===== src/rtl/ppio_pkg.sv =====
package ppio_pkg;
    localparam int PW = 8;
    localparam int BW = $clog2(PW);

    typedef enum logic [1:0] {
        ADR_P0  = 2'd0,
        ADR_P1  = 2'd1,
        ADR_P2  = 2'd2,
        ADR_CTL = 2'd3
    } adr_e;

    // configuration fields, in the order of control word bits 6..0
    typedef struct packed {
        logic [1:0] xmode;
        logic       x_in;
        logic       xu_in;
        logic       ymode;
        logic       y_in;
        logic       yl_in;
    } cfg_t;

    localparam cfg_t CFG_RST = '{xmode: 2'b00, x_in: 1'b1, xu_in: 1'b1,
                                 ymode: 1'b0, y_in: 1'b1, yl_in: 1'b1};

    // P2 bit roles in handshake modes
    localparam int Y_IRQ  = 0;
    localparam int Y_FLG  = 1;
    localparam int Y_STB  = 2;
    localparam int X_IRQ  = 3;
    localparam int X_ISTB = 4;
    localparam int X_IBF  = 5;
    localparam int X_ACK  = 6;
    localparam int X_OBF  = 7;

    // handshake channel index
    localparam int CH_XI = 0;
    localparam int CH_XO = 1;
    localparam int CH_YI = 2;
    localparam int CH_YO = 3;
    localparam int NCH   = 4;
endpackage


===== src/rtl/ppio_hs_chan.sv =====
module ppio_hs_chan #(
    parameter bit OUTBOUND = 1'b0
) (
    input  logic clk,
    input  logic rst_n,
    input  logic flush,
    input  logic arm,
    input  logic disarm,
    input  logic ien,
    output logic full,
    output logic irq
);
    typedef struct packed {
        logic full;
        logic done;
    } ch_t;

    ch_t q, d;

    always_comb begin
        d = q;
        if (flush) begin
            d = '0;
        end else begin
            if (disarm) begin
                d.full = 1'b0;
                d.done = 1'b1;
            end
            if (arm) begin
                d.full = 1'b1;
                d.done = 1'b0;
            end
        end
    end

    always_ff @(posedge clk or negedge rst_n) begin
        if (!rst_n) q <= '0;
        else        q <= d;
    end

    assign full = q.full;
    assign irq  = ien & (OUTBOUND ? (!q.full & q.done) : q.full);
endmodule


===== src/rtl/ppio_drive.sv =====
module ppio_drive
    import ppio_pkg::*;
(
    input  cfg_t          cfg,
    input  logic          settle,
    input  logic [PW-1:0] lat0,
    input  logic [PW-1:0] lat1,
    input  logic [PW-1:0] lat2,
    input  logic          ack_x_n,
    input  logic          xi_full,
    input  logic          xo_full,
    input  logic          yi_full,
    input  logic          yo_full,
    input  logic          x_irq,
    input  logic          y_irq,
    output logic [PW-1:0] p0_out,
    output logic [PW-1:0] p0_oe,
    output logic [PW-1:0] p1_out,
    output logic [PW-1:0] p1_oe,
    output logic [PW-1:0] p2_out,
    output logic [PW-1:0] p2_oe
);
    localparam int NW = PW / 2;

    logic xm1, xm2;

    always_comb begin
        xm1    = (cfg.xmode == 2'b01);
        xm2    = cfg.xmode[1];
        p0_out = lat0;
        p1_out = lat1;
        p2_out = lat2;
        p0_oe  = xm2 ? {PW{!ack_x_n}} : {PW{!cfg.x_in}};
        p1_oe  = {PW{!cfg.y_in}};
        p2_oe  = {{NW{!cfg.xu_in}}, {NW{!cfg.yl_in}}};

        if (cfg.ymode) begin
            p2_oe[Y_STB]  = 1'b0;
            p2_oe[Y_FLG]  = 1'b1;
            p2_out[Y_FLG] = cfg.y_in ? yi_full : !yo_full;
            p2_oe[Y_IRQ]  = 1'b1;
            p2_out[Y_IRQ] = y_irq;
        end
        if (xm1 || xm2) begin
            p2_oe[X_IRQ]  = 1'b1;
            p2_out[X_IRQ] = x_irq;
            if (xm2 || cfg.x_in) begin
                p2_oe[X_ISTB] = 1'b0;
                p2_oe[X_IBF]  = 1'b1;
                p2_out[X_IBF] = xi_full;
            end
            if (xm2 || !cfg.x_in) begin
                p2_oe[X_ACK]  = 1'b0;
                p2_oe[X_OBF]  = 1'b1;
                p2_out[X_OBF] = !xo_full;
            end
        end
        if (settle) begin
            p0_oe = '0;
            p1_oe = '0;
            p2_oe = '0;
        end
    end
endmodule


===== src/rtl/ppio_port.sv =====
module ppio_port
    import ppio_pkg::*;
(
    input  logic          clk,
    input  logic          rst_n,
    input  logic          cs,
    input  logic          rd,
    input  logic          wr,
    input  logic [1:0]    addr,
    input  logic [PW-1:0] wdata,
    output logic [PW-1:0] rdata,
    input  logic [PW-1:0] p0_in,
    output logic [PW-1:0] p0_out,
    output logic [PW-1:0] p0_oe,
    input  logic [PW-1:0] p1_in,
    output logic [PW-1:0] p1_out,
    output logic [PW-1:0] p1_oe,
    input  logic [PW-1:0] p2_in,
    output logic [PW-1:0] p2_out,
    output logic [PW-1:0] p2_oe
);
    typedef struct packed {
        cfg_t          cfg;
        logic          settle;
        logic [PW-1:0] lat0;
        logic [PW-1:0] lat1;
        logic [PW-1:0] lat2;
        logic [PW-1:0] cap0;
        logic [PW-1:0] cap1;
        logic [PW-1:0] rdata;
        logic [2:0]    prev;
    } st_t;

    st_t q, d;

    logic           wr_en, rd_en, flush, xm1, xm2;
    logic [2:0]     hs_pins, fall;
    logic [NCH-1:0] arm, dis, ien, full, irq;
    logic           x_irq, y_irq;

    // access decode and handshake events
    always_comb begin
        wr_en   = cs & wr;
        rd_en   = cs & rd & ~wr;
        flush   = wr_en & (addr == ADR_CTL) & wdata[PW-1];
        xm1     = (q.cfg.xmode == 2'b01);
        xm2     = q.cfg.xmode[1];
        hs_pins = {p2_in[Y_STB], p2_in[X_ACK], p2_in[X_ISTB]};
        fall    = q.prev & ~hs_pins;

        arm[CH_XI] = (xm2 | (xm1 & q.cfg.x_in)) & fall[0];
        dis[CH_XI] = (xm2 | (xm1 & q.cfg.x_in)) & rd_en & (addr == ADR_P0);
        arm[CH_XO] = (xm2 | (xm1 & ~q.cfg.x_in)) & wr_en & (addr == ADR_P0);
        dis[CH_XO] = (xm2 | (xm1 & ~q.cfg.x_in)) & fall[1];
        arm[CH_YI] = q.cfg.ymode & q.cfg.y_in & fall[2];
        dis[CH_YI] = q.cfg.ymode & q.cfg.y_in & rd_en & (addr == ADR_P1);
        arm[CH_YO] = q.cfg.ymode & ~q.cfg.y_in & wr_en & (addr == ADR_P1);
        dis[CH_YO] = q.cfg.ymode & ~q.cfg.y_in & fall[2];

        ien[CH_XI] = q.lat2[X_ISTB];
        ien[CH_XO] = q.lat2[X_ACK];
        ien[CH_YI] = q.lat2[Y_STB];
        ien[CH_YO] = q.lat2[Y_STB];

        x_irq = xm2 ? (irq[CH_XI] | irq[CH_XO])
                    : (q.cfg.x_in ? irq[CH_XI] : irq[CH_XO]);
        y_irq = q.cfg.y_in ? irq[CH_YI] : irq[CH_YO];
    end

    for (genvar g = 0; g < NCH; g++) begin : g_chan
        ppio_hs_chan #(.OUTBOUND(g % 2 == 1)) u_chan (
            .clk    (clk),
            .rst_n  (rst_n),
            .flush  (flush),
            .arm    (arm[g]),
            .disarm (dis[g]),
            .ien    (ien[g]),
            .full   (full[g]),
            .irq    (irq[g])
        );
    end

    ppio_drive u_drive (
        .cfg     (q.cfg),
        .settle  (q.settle),
        .lat0    (q.lat0),
        .lat1    (q.lat1),
        .lat2    (q.lat2),
        .ack_x_n (p2_in[X_ACK]),
        .xi_full (full[CH_XI]),
        .xo_full (full[CH_XO]),
        .yi_full (full[CH_YI]),
        .yo_full (full[CH_YO]),
        .x_irq   (x_irq),
        .y_irq   (y_irq),
        .p0_out  (p0_out),
        .p0_oe   (p0_oe),
        .p1_out  (p1_out),
        .p1_oe   (p1_oe),
        .p2_out  (p2_out),
        .p2_oe   (p2_oe)
    );

    // next state
    always_comb begin
        d        = q;
        d.prev   = hs_pins;
        d.settle = 1'b0;
        if (arm[CH_XI]) d.cap0 = p0_in;
        if (arm[CH_YI]) d.cap1 = p1_in;

        if (wr_en) begin
            case (adr_e'(addr))
                ADR_P0: d.lat0 = wdata;
                ADR_P1: d.lat1 = wdata;
                ADR_P2: d.lat2 = wdata;
                ADR_CTL: begin
                    if (wdata[PW-1]) begin
                        d.cfg    = cfg_t'(wdata[PW-2:0]);
                        d.lat0   = '0;
                        d.lat1   = '0;
                        d.lat2   = '0;
                        d.settle = 1'b1;
                    end else begin
                        d.lat2[wdata[BW:1]] = wdata[0];
                    end
                end
                default: ;
            endcase
        end

        if (rd_en) begin
            case (adr_e'(addr))
                ADR_P0:  d.rdata = xm2 ? q.cap0
                                 : (q.cfg.x_in ? (xm1 ? q.cap0 : p0_in) : q.lat0);
                ADR_P1:  d.rdata = q.cfg.y_in ? (q.cfg.ymode ? q.cap1 : p1_in) : q.lat1;
                ADR_P2:  d.rdata = (p2_oe & p2_out) | (~p2_oe & p2_in);
                default: d.rdata = '0;
            endcase
        end
    end

    always_ff @(posedge clk or negedge rst_n) begin
        if (!rst_n) begin
            q      <= '0;
            q.cfg  <= CFG_RST;
            q.prev <= '1;
        end else begin
            q <= d;
        end
    end

    assign rdata = q.rdata;
endmodule


===== config.mk =====
export PLATFORM = sky130hd
export DESIGN_NAME = ppio_port
export DESIGN_NICKNAME = d
export VERILOG_FILES = /design/src/rtl/ppio_pkg.sv /design/src/rtl/ppio_hs_chan.sv /design/src/rtl/ppio_drive.sv /design/src/rtl/ppio_port.sv
export SDC_FILE = /design/constraint.sdc
export NUM_CORES = 1
export LEC_CHECK = 0
export CORE_MARGIN = 2
export CORE_UTILIZATION = 30
export DETAILED_ROUTE_END_ITERATION = 16
export DONT_BUFFER_PORTS = 1
export PLACE_DENSITY_LB_ADDON = 0.1
export RECOVER_POWER = 100
export SLEW_MARGIN = 10
export SYNTH_ARGS = -nofsm -noshare
export SYNTH_HDL_FRONTEND = slang
export SYNTH_SLANG_ARGS = --single-unit

===== constraint.sdc =====
create_clock -name clk -period 1.9 [get_ports clk]
set_input_delay 0.095 -clock clk [delete_from_list [all_inputs] [get_ports clk]]
set_output_delay 0.095 -clock clk [all_outputs]
set_load 0.005 [all_outputs]

==> After elaboration in Yosys (flattened, before gate mapping) <==
Cells that the tools add are included.
{ "word_totals": {"in_bits": 39, "regBits": 65, "word_cells": 135, "output_inout_bits": 56} }
{ "classes": {"n_reduce_logical": 23, "n_eq_ne": 5, "n_bitwise": 39, "mux": 46, "order_cmp": 2} }
{ "ops": {"columns": ["operator", "count"], "rows": [
  ["2-to-1 mux 8 bit", 10],
  ["case mux 8 bit (2 select lines)", 3],
  ["2-to-1 mux 2 bit", 15],
  ["bitwise AND 1 bit", 27],
  ["2-to-1 mux 25 bit", 1],
  ["case mux 8 bit (3 select lines)", 1],
  ["2-to-1 mux 17 bit", 1],
  ["bitwise AND 8 bit", 2],
  ["nonzero test 3 bit", 4],
  ["2-to-1 mux 1 bit", 11],
  ["AND reduction 3 bit", 3],
  ["bitwise mux 8 bit", 1],
  ["NOT 8 bit", 1],
  ["bitwise OR 8 bit", 1],
  ["logical NOT 1 bit", 7],
  ["nonzero test 2 bit", 3],
  ["2-to-1 mux 5 bit", 1],
  ["== test 2 x 1 -> 1 bit, second input constant", 2],
  ["== test 2 bit, second input constant", 2],
  ["< comparator 3 x 4 -> 1 bit, second input constant", 1],
  ["bitwise AND 3 bit", 1],
  ["demux 1 bit (select 3 bit)", 1],
  [">= comparator 3 x 1 -> 1 bit, second input constant", 1],
  ["logical OR 1 bit", 3],
  ["other kinds (8)", 12]
]} }

==> Depth between registers and ports, before layout <==
Gate-level depths: netlist of run 1.
{ "logic_depth": {"ltp_word": 9, "depth_mapped": 7, "mapped_depth_nobuf": 4} }

==> Modules after synthesis <==
Synthesis of run 1 repeated with hierarchy kept, for this count alone.
{ "unflattened": {"hier_cells": 430, "hier_area_um2": 3988.8} }
{ "modules_own_cells": {"columns": ["module", "area_per_inst_um2", "cells_each", "seq_area_each_um2", "n_inst"], "rows": [
  ["ppio_port", 3273.1, 342, 1485.2, 1],
  ["ppio_drive", 442.9, 62, 0.0, 1],
  ["ppio_hs_chan at g_chan[1].u_chan ...", 86.3, 8, 50.0, 2],
  ["ppio_hs_chan at g_chan[0].u_chan ...", 50.0, 5, 25.0, 2]
]} }

==> Least setup slack after synthesis of run 1 <==
Ideal clock, no wire load.
{ "synth_timing": {"kind": "register -> output", "from": "reg q[58] (netlist name)", "to": "out p0_oe[1]", "arrival_time_ns": 1.737, "n_path_buf": 4, "required_time_ns": 1.805, "stages_incl_launch_ff": 7, "setup_slack_ns": 0.068, "path_cell_list": "dfrtp_1 buf_6 buf_6 buf_2 nor2b_1 a211oi_1 buf_4"} }
{ "synth_via": {"elab_chain_cells": 2} }
{ "synth_rtl": {"columns": ["item", "line_no", "text"], "rows": [
  ["2-to-1 mux 8 bit", "ppio_drive.sv:33", "p0_oe = xm2 ? {PW{!ack_x_n}} : {PW{!cfg.x_in}};"],
  ["2-to-1 mux 8 bit", "ppio_drive.sv:58", "if (settle) begin"],
  ["to (decl)", "ppio_port.sv:14", "output logic [PW-1:0] p0_oe,"]
]} }
No other way between the ends.

==> Worst setup path in the final report of run 1 <==
{ "layout_timing": {"from": "reg q[56] (netlist name)", "to": "out p2_out[3]"} }
{ "layout_via": {"elab_chain_cells": 3} }
{ "layout_rtl": {"columns": ["item", "line_no", "text"], "rows": [
  ["2-to-1 mux 1 bit", "ppio_port.sv:66", ": (q.cfg.x_in ? irq[CH_XI] : irq[CH_XO]);"],
  ["2-to-1 mux 1 bit", "ppio_port.sv:65", "x_irq = xm2 ? (irq[CH_XI] | irq[CH_XO])"],
  ["2-to-1 mux 1 bit", "ppio_drive.sv:44", "if (xm1 || xm2) begin"],
  ["to (decl)", "ppio_port.sv:19", "output logic [PW-1:0] p2_out,"]
]} }
No other way between the ends.

==> results of run 1 <==
## routing by layer
metal  up-vias  global-route usage  routed length, um
li1       1493                   -                  -
met1      1597               0.272               6170
met2        83               0.272               5680
met3        14              0.0632                934
met4         0              0.0647                198
met5         -                   0                  0
## flip-flops by register name, indices dropped and copies added, names as in the netlist
register / count
g_chan.u_chan.q: 2
g_chan.u_chan.full: 4
ien: 3
rdata: 8
q: 48
## cells in the final DEF (no fill, tap or decap), types with 12 or more instances in the layout
| cell type | n |
|---|---|
| nand2_1 | 42 |
| a21oi_1 | 16 |
| nor2_1 | 29 |
| mux2_2 | 19 |
| dfrtp_1 | 58 |
| buf_4 | 24 |
| o21ai_0 | 27 |
| inv_1 | 12 |
| dlygate4sd3_1 | 32 |
| mux2i_1 | 16 |
| clkbuf_1 | 13 |
## where the power goes
part | internal (mW) | leakage [nW] | switching, mW
clock network | 1.05 | 0.144 | 0.609
logic | 0.751 | 0.979 | 0.835
registers | 1.79 | 0.790 | 0.380
total | 3.59 | 1.91 | 1.82
## synthesized netlist by cell type (all sizes together), types with 2 or more instances
| cell | n | area [um^2] |
|---|---|---|
| nor4b | 3 | 26.3 |
| a31oi | 4 | 25.0 |
| dfrtp | 58 | 1450 |
| a311oi | 3 | 26.3 |
| o21a | 2 | 15.0 |
| a32o | 2 | 20.0 |
| nand2b | 6 | 37.5 |
| nand2 | 42 | 158 |
| o221ai | 2 | 17.5 |
| and2 | 2 | 12.5 |
| clkbuf | 7 | 26.3 |
| or3 | 3 | 18.8 |
| and3b | 2 | 17.5 |
| a211o | 2 | 17.5 |
| o211ai | 7 | 52.6 |
| o21ai | 34 | 170 |
| mux2 | 26 | 293 |
| or2 | 3 | 18.8 |
| a22oi | 2 | 15.0 |
| nor2 | 30 | 115 |
| a2111oi | 6 | 65.1 |
| buf | 64 | 452 |
| a211oi | 6 | 45.0 |
| inv | 13 | 48.8 |
| o22ai | 3 | 18.8 |
| o32ai | 2 | 17.5 |
| nand3b | 6 | 45.0 |
| nand3 | 7 | 35.0 |
| a21oi | 17 | 88.8 |
| nor3b | 4 | 35.0 |
| mux2i | 16 | 160 |
| dfstp | 7 | 184 |
| nor2b | 7 | 43.8 |
| nor3 | 8 | 40.0 |
## worst paths after layout
check | from | to | slack, ns | depth (start not counted)
setup / recovery | q[56] | p2_out[3] | 0.06 | 4
hold / removal | wdata[2] | q[45] | 0.002 | 2
setup reg to reg | q[56] | q[19] | 0.11 | 5
hold reg to reg | q[13] | q[13] | 0.50 | 1
max in group asynchronous | rst_n | q[19] | 0.81 | 2
min in group asynchronous | rst_n | q[42] | 0.48 | 2
## what timing repair did
action	in CTS	in global routing
hold endpoints to repair	104	0
hold buffers	33	0
pin swaps	1	3
setup endpoints to repair	1	2
buffers inserted	3	0
resized for setup	1	4
gates cloned	0	0
## stage by stage
step	hold slack (ns)	cells	instance area (um^2)	worst slack, ns
CTS	0.000193	611	4630	0.0238
floorplan	-0.201	421	3940	0.0680
detailed placement	-0.197	559	3960	0.146
finish	0.00156	611	4580	0.0581
global placement	-0.196	559	3960	0.172
global route	0.0137	611	4580	0.00293
## cell families after synthesis
logic type	count (synthesis)
simple gates	128
compound gates	102
buf+inv	84
flops	65
mux	42
## cell type report
type | count | area, um^2 | share of cell area
clock buffers | 13 | 250 | 0.0547
clock inverters | 3 | 40.0 | 0.00875
inverters | 13 | 48.8 | 0.0107
multi-input cells | 272 | 1800 | 0.394
flip-flops and latches | 65 | 1640 | 0.357
well taps | 172 | 215 | 0.0470
repair buffers | 73 | 584 | 0.128
==> impl_metrics.json, run 1 <==
{
  "drc_errors": 0,
  "path_delay_family": "simple AND/OR/NAND/NOR gates",
  "synthesis.area_um2": 3940,
  "syn_nets": 460,
  "tightestPinTransition_ns": 0.955,
  "finalSetupTns_ns": 0,
  "ant_nets": 0,
  "crit_path_start_kind": "register",
  "setup_viol": 0,
  "portBuffers": 0,
  "grt_overflow": 0,
  "final_util": 0.360,
  "grt_pass1_vias": 3183,
  "outcome": "finished, final reports clean",
  "synthArstFlopShare": 1.00,
  "fin_total_pwr_mw": 5.41,
  "synthFlopType": "dfrtp_1",
  "dpl.hpwl_um": 9510,
  "core.rowCount": 41,
  "cp.required_ns": 1.80,
  "synth_compound_area_frac": 0.173,
  "antenna_cells": 0,
  "drtPass1Iterations": 4,
  "die_height_um": 119,
  "fmax_mhz": 543,
  "synthXorXnorAreaFrac": 0,
  "wl_um": 13000,
  "wire_per_inst_um": 21.2,
  "powerDensity_nw_per_um2": 1180,
  "worstSetupEndpointType": "output port",
  "cpMaxStageDelayCell": "or4bb_4",
  "synth_cells": 421,
  "core_region_area_um2": 12700,
  "cp_cell_sequence": "buf_6, or4bb_4, a31oi_4, o21a_1",
  "synth-edff-count": 0,
  "io_pins": 95,
  "grt_pass1_wl_um": 20000,
  "initial_core_util": 0.310,
  "grt_max_degree": 66,
  "ir_worst_vdd_uv": 334,
  "cts_max_level": 3,
  "ctsRootBufferMaster": "clkbuf_16",
  "dr.first_iter.drc_count": 210,
  "maxSlewHeadroom": 0.364,
  "synthMuxAreaShare": 0.115,
  "max_stage_delay_ns": 0.53,
  "synthSimpleGateAreaFrac": 0.164,
  "worstSkewPairLatency_ns": 0.34,
  "fin_crit_ns": 1.84,
  "cts_tree": "done",
  "synthAdderAreaFrac": 0,
  "cp.arrival_ns": 1.75,
  "final_hold_viol_count": 0,
  "p_leak_nw": 1.91,
  "ys_seq_area_frac": 0.415,
  "min_path_type": "input port to register",
  "synth-warning-count": 0,
  "gp_congestion": 0.831,
  "die_w_um": 119,
  "cts_max_path_buffers": 2,
  "final_layout_size_suffix_gt1_frac": 0.178,
  "drv_cap": 0,
  "cts_buffers": 9,
  "grt_usage": 0.192,
  "synth.distinct_cells": 59,
  "die_area_um2": 14100,
  "slew_viol_final": 0,
  "rsz0062_at_grt": "false",
  "dr_total_vias": 3187,
  "postSynthAreaPerCell_um2": 9.37,
  "antenna_found_initial": 0,
  "nets": 473,
  "fin_skew_ns": 0.00586,
  "critPathMaxFanout": 5,
  "ys_ff_latch": 65,
  "clk_pin_slew_ns": 0.05,
  "cts_sinks": 65,
  "via_per_inst": 5.22,
  "fillers": 1388,
  "worstSetupPathType": "register to output port",
  "crit_buf_inv": 1,
  "syn_to_final_growth_pct": 16.0,
  "fin_crit_sh": 0.969,
  "synth_top_family_by_area": "compound AO/OA/AOI/OAI gates"
}
(Power assumes the default switching activity.)
==> inputs of run 2 (changes only) <==
Settings changed: SYNTH_HIERARCHICAL set to 1.
==> impl_metrics.json, run 2 <==
{
  "fin_total_pwr_mw": 5.46,
  "worstSetupPathType": "register to output port",
  "synthArstFlopShare": 1.00,
  "hp-start": "p2_in[4]",
  "ir_worst_vdd_uv": 528,
  "synth-warning-count": 6,
  "fin_crit_ns": 1.85,
  "slew_viol_final": 0,
  "ys_top_cells_by_count": "59 x nand2_1, 58 x dfrtp_1, 45 x buf_4",
  "cts_setup_buffers": 0,
  "cp.depth": 4,
  "final_cell_mix": "59 x nand2_1, 55 x dfrtp_1, 32 x dlygate4sd3_1",
  "grt_pass1_vias": 3385,
  "setup_viol": 0,
  "portBuffers": 0,
  "drtPass1Iterations": 5,
  "ff2ff_path_depth": 6,
  "cts_buffers": 9,
  "grt_overflow": 0,
  "largest_reg_flops": 48,
  "worstSkewPairLatency_ns": 0.34,
  "yosys-top-cells-area": "dfrtp_1 36%, buf_4 8.5%, mux2_2 7.1%, nand2_1 5.6%, dfstp_2 4.6%",
  "postSynthAreaPerCell_um2": 9.28,
  "yosysTopAreaCellShare": 0.364,
  "dr.first_iter.drc_count": 211,
  "ctsRootBufferMaster": "clkbuf_16",
  "clk_pin_slew_ns": 0.05,
  "reg2reg_setup_slack_ns": 0.05,
  "wl_um": 13000,
  "cp.required_ns": 1.80,
  "antenna_cells": 0,
  "core_region_area_um2": 13100,
  "whs_path_depth": 2,
  "synth.largest_area_cell": "dfrtp_1",
  "path_delay_family": "multiplexers",
  "finalInstanceArea_um2": 4690,
  "p_switching_mw": 1.81,
  "rsz0062_at_grt": "true",
  "crit_top_cell": "mux2_4",
  "crit_path_start_kind": "register",
  "regMostFlops": "q",
  "die_height_um": 119,
  "finalSetupTns_ns": 0,
  "min_path_type": "input port to register",
  "p_clk_frac": 0.312,
  "hold_end": "q[25]",
  "seqPwrFrac": 0.381,
  "synth.distinct_cells": 49,
  "fmax_mhz": 539,
  "worstSetupEndpointType": "output port",
  "io_pins": 95,
  "grt_usage": 0.193,
  "synth_cells": 430,
  "powerDensity_nw_per_um2": 1160,
  "core.rowCount": 42,
  "yosysMostFrequentCell": "nand2_1",
  "dr_total_vias": 3190,
  "rr_startpoint": "q[56]",
  "nets": 482,
  "initial_core_util": 0.304,
  "crit_buf_inv": 1,
  "dpl_cell_area_um2": 4050,
  "drv_cap": 0,
  "drc_errors": 0,
  "fin_skew_ns": 0.00609,
  "ys_seq_area_frac": 0.410,
  "syn_nets": 469,
  "p_comb_frac": 0.308,
  "netSwitchingFraction": 0.331,
  "gp_congestion": 0.763,
  "antenna_found_initial": 0,
  "final_util": 0.357,
  "cts_max_level": 3,
  "cpMaxStageDelayCell": "dfstp_2",
  "fin_crit_sh": 0.976,
  "max_stage_delay_ns": 0.56,
  "synthFlopType": "dfrtp_1",
  "grt_max_degree": 66,
  "fin_hold_ws_ns": 0.0168,
  "cts_max_path_buffers": 2,
  "critPathMaxFanout": 2,
  "maxSlewHeadroom": 0.366,
  "synth-edff-count": 0,
  "ant_nets": 0,
  "die_w_um": 119,
  "fillers": 1401,
  "outcome": "finished, final reports clean",
  "dpl.hpwl_um": 9210,
  "tightestPinTransition_ns": 0.951,
  "grt_pass1_wl_um": 20500,
  "layout_commonest_cell": "nand2_1",
  "cp.arrival_ns": 1.76,
  "cts_sinks": 65,
  "ys_ff_latch": 65,
  "final_layout_size_suffix_gt1_frac": 0.244,
  "r2r_end": "rdata[3]",
  "die_area_um2": 14200,
  "syn_to_final_growth_pct": 17.6,
  "wire_per_inst_um": 20.9,
  "p_leak_nw": 1.98,
  "via_per_inst": 5.12,
  "p_int_mw": 3.65,
  "cts_tree": "done",
  "synthesis.area_um2": 3990,
  "cp_cell_sequence": "mux2_4, o22a_1, mux2_4, buf_6",
  "final_hold_viol_count": 0
}
==> run 2: stage by stage <==
stage	setup WS, ns	instances
2_1_floorplan	-0.103	430
3_3_place_gp	-0.0701	575
3_5_place_dp	-0.0707	575
4_1_cts	0.00989	623
5_1_grt	-0.0133	623
6_report	0.0454	623
==> run 2: power groups by stage <==
stage               combinational [mW]  sequential, mW  clock [mW]
floorplan                         1.42            1.96           0
global placement                  1.56            2.10           0
detailed placement                1.57            2.10           0
CTS                               1.69            2.08        1.74
global route                      1.89            2.13        1.79
finish                            1.68            2.08        1.70
==> run 2: worst max-delay path by stage <==
stage,start,to,slack (ns)
6_report,q[56],p2_out[3],0.05
5_1_grt,q[56],p2_out[3],-0.01
4_1_cts,q[56],p2_out[3],0.01
3_5_place_dp,ien[2],rdata[0],-0.07
3_3_place_gp,ien[2],rdata[0],-0.07
2_1_floorplan,q[56],rdata[3],-0.10
==> run 2: timing repair <==
action / 4_1_cts / 5_1_grt
endpoints found under the hold margin: 115 / 0
endpoints found under the setup margin: 1 / 6
gates resized for setup: 2 / 8
hold buffers: 33 / 0
pin swaps: 0 / 1
==> run 2: routing by layer <==
layer / wire length (um) / track usage / vias to the layer above
met4: 325 / 0.0662 / 0
met2: 5920 / 0.301 / 107
met1: 5860 / 0.252 / 1564
li1: - / - / 1498
met3: 903 / 0.0627 / 21
met5: 0 / 0 / -
==> run 2: cell type report <==
type                            instances  area, um^2  share of cell area
Inverter                               17        63.8              0.0136
Sequential cell                        65        1640               0.349
Clock inverter                          3        40.0             0.00853
Clock buffer                           12         256              0.0547
Timing Repair Buffer                   68         588               0.125
Multi-Input combinational cell        282        1880               0.402
Tap cell                              176         220              0.0469
==> run 2: kinds of logic (layout without fill, tap and decap cells) <==
| kind of cell | Yosys count | in the layout | share of synthesized area |
|---|---|---|---|
| AO/OA/AOI/OAI | 102 | 102 | 0.179 |
| buffers and inverters | 83 | 100 | 0.128 |
| flip-flops | 65 | 65 | 0.410 |
| multiplexers | 36 | 36 | 0.101 |
| AND/OR/NAND/NOR | 144 | 144 | 0.182 |
==> inputs of run 3 (changes only) <==
Clock period 1.9 ns to 2.35 ns, I/O delays scaled along.
==> impl_metrics.json, run 3 (synthesis results as in run 2) <==
{
  "layout_commonest_cell": "nand2_1",
  "max_stage_delay_ns": 0.67,
  "dr_total_vias": 3090,
  "cp.required_ns": 2.62,
  "drtPass1Iterations": 4,
  "ff2ff_path_depth": 5,
  "netSwitchingFraction": 0.320,
  "maxSlewHeadroom": 0.111,
  "cts_max_path_buffers": 2,
  "p_comb_frac": 0.257,
  "fin_crit_sh": 0.885,
  "crit_path_start_kind": "register",
  "hp-start": "wdata[7]",
  "dpl.hpwl_um": 9190,
  "regArea_um2": 1640,
  "powerDensity_nw_per_um2": 978,
  "ant_nets": 0,
  "outcome": "finished with violations",
  "fin_crit_ns": 2.08,
  "grt_overflow": 0,
  "worst_slack_ns": 0.269,
  "grt_pass1_vias": 3041,
  "slew_viol_final": 0,
  "die_area_um2": 14200,
  "core.rowCount": 42,
  "rr_startpoint": "q[58]",
  "regMostFlops": "q",
  "setup_viol": 0,
  "cts_max_level": 3,
  "cp_cell_sequence": "buf_4, a21o_4, a2111oi_1, o21ai_1, a21oi_1",
  "nets": 463,
  "dr.first_iter.drc_count": 161,
  "worstSkewPairLatency_ns": 0.34,
  "fillers": 1423,
  "via_per_inst": 5.11,
  "p_int_mw": 3.00,
  "cts_tree": "done",
  "multi_input_area_um2": 1800,
  "antenna_cells": 0,
  "drc_errors": 0,
  "final_hold_viol_count": 1,
  "ctsRootBufferMaster": "clkbuf_16",
  "violations": "negative hold slack",
  "reg2reg_setup_slack_ns": 0.27,
  "p_leak_nw": 1.88,
  "pre_cts_slack_ns": 0.350,
  "worstSetupPathType": "register to register",
  "wire_per_inst_um": 21.5,
  "finalSetupTns_ns": 0,
  "critPathMaxFanout": 16,
  "seqPwrFrac": 0.388,
  "path_delay_family": "compound AO/OA/AOI/OAI gates",
  "p_switching_mw": 1.41,
  "clk_pin_slew_ns": 0.06,
  "fmax_mhz": 481,
  "syn_to_final_growth_pct": 13.1,
  "final_cell_mix": "59 x nand2_1, 58 x dfrtp_1, 31 x nor2_1, 31 x dlygate4sd3_1, 28 x a21oi_1",
  "hold_end": "q[51]",
  "wl_um": 13000,
  "min_path_type": "input port to register",
  "die_height_um": 119,
  "crit_buf_inv": 1,
  "grt_max_degree": 66,
  "die_w_um": 119,
  "worstSetupEndpointType": "register",
  "cts_buffers": 9,
  "io_pins": 95,
  "fin_skew_ns": 0.00571,
  "whs_path_depth": 2,
  "p_clk_frac": 0.355,
  "final_layout_size_suffix_gt1_frac": 0.152,
  "rsz0062_at_grt": "false",
  "ir_worst_vdd_uv": 420,
  "grt_pass1_wl_um": 19800,
  "cts_resized": 0,
  "fin_hold_ws_ns": -0.0262,
  "cpMaxStageDelayCell": "a2111oi_1",
  "antenna_found_initial": 0,
  "r2r_end": "rdata[1]",
  "grt_usage": 0.190,
  "largest_reg_flops": 48,
  "cts_sinks": 65,
  "cp.arrival_ns": 2.35,
  "initial_core_util": 0.304,
  "gp_congestion": 0.769,
  "tightestPinTransition_ns": 1.33,
  "drv_cap": 0,
  "portBuffers": 0,
  "core_region_area_um2": 13100
}
## run 3: cell count changes in the layout (fill, tap and decap cells not counted), sizes merged
cell         before  now
buf              30   12
dlygate4sd3      32   31
clkbuf           18   17
bufinv            1    3
clkinvlp          0    1
clkinv            3    2
## run 3: power by group through the flow
stage	combinational [mW]	sequential, mW	clock, mW
after global placement	1.11	1.74	0
after floorplan	1.12	1.58	0
after global routing	1.28	1.75	1.66
after CTS	1.21	1.73	1.61
final	1.13	1.71	1.57
after detailed placement	1.12	1.74	0
## run 3: per-stage QoR
stage,cells,area (um^2),hold slack (ns),power (mW),utilization
floorplan,430,3990,-0.178,2.71,-
finish,605,4510,-0.0262,4.41,0.343
detailed placement,557,3890,-0.174,2.86,0.296
global route,605,4510,-0.0362,4.69,0.343
global placement,557,3890,-0.176,2.85,0.296
CTS,605,4570,0.00411,4.55,0.348
## run 3: how the worst max path moves through the flow
stage               slack [ns]  depth (start not counted)         to   from
floorplan                 0.11                          7   rdata[3]  q[56]
global placement          0.39                          6   rdata[3]  q[56]
detailed placement        0.35                          6   rdata[3]  q[56]
CTS                       0.34                          4  p2_out[3]  q[56]
global route              0.11                          5      q[24]  q[56]
finish                    0.27                          5   rdata[1]  q[58]
## run 3: what timing repair did
item | 4_1_cts | 5_1_grt
hold buffers | 32 | 0
setup buffers | 0 | 0
endpoints found under the hold margin | 110 | 0
## run 3: final cells by class
type | instances | area share
clock buffers | 11 | 0.0538
clock inverters | 5 | 0.0227
inverters | 17 | 0.0141
multi-input cells | 282 | 0.398
flip-flops and latches | 65 | 0.363
well taps | 176 | 0.0488
repair buffers | 49 | 0.0999
## run 3: per-layer routing
layer | share of wire | wire length, um | vias up | track usage
li1 | - | - | 1448 | -
met5 | 0 | 0 | - | 0
met4 | 0.0084 | 109 | 0 | 0.0390
met3 | 0.078 | 1020 | 9 | 0.0647
met2 | 0.47 | 6150 | 98 | 0.298
met1 | 0.44 | 5760 | 1535 | 0.255
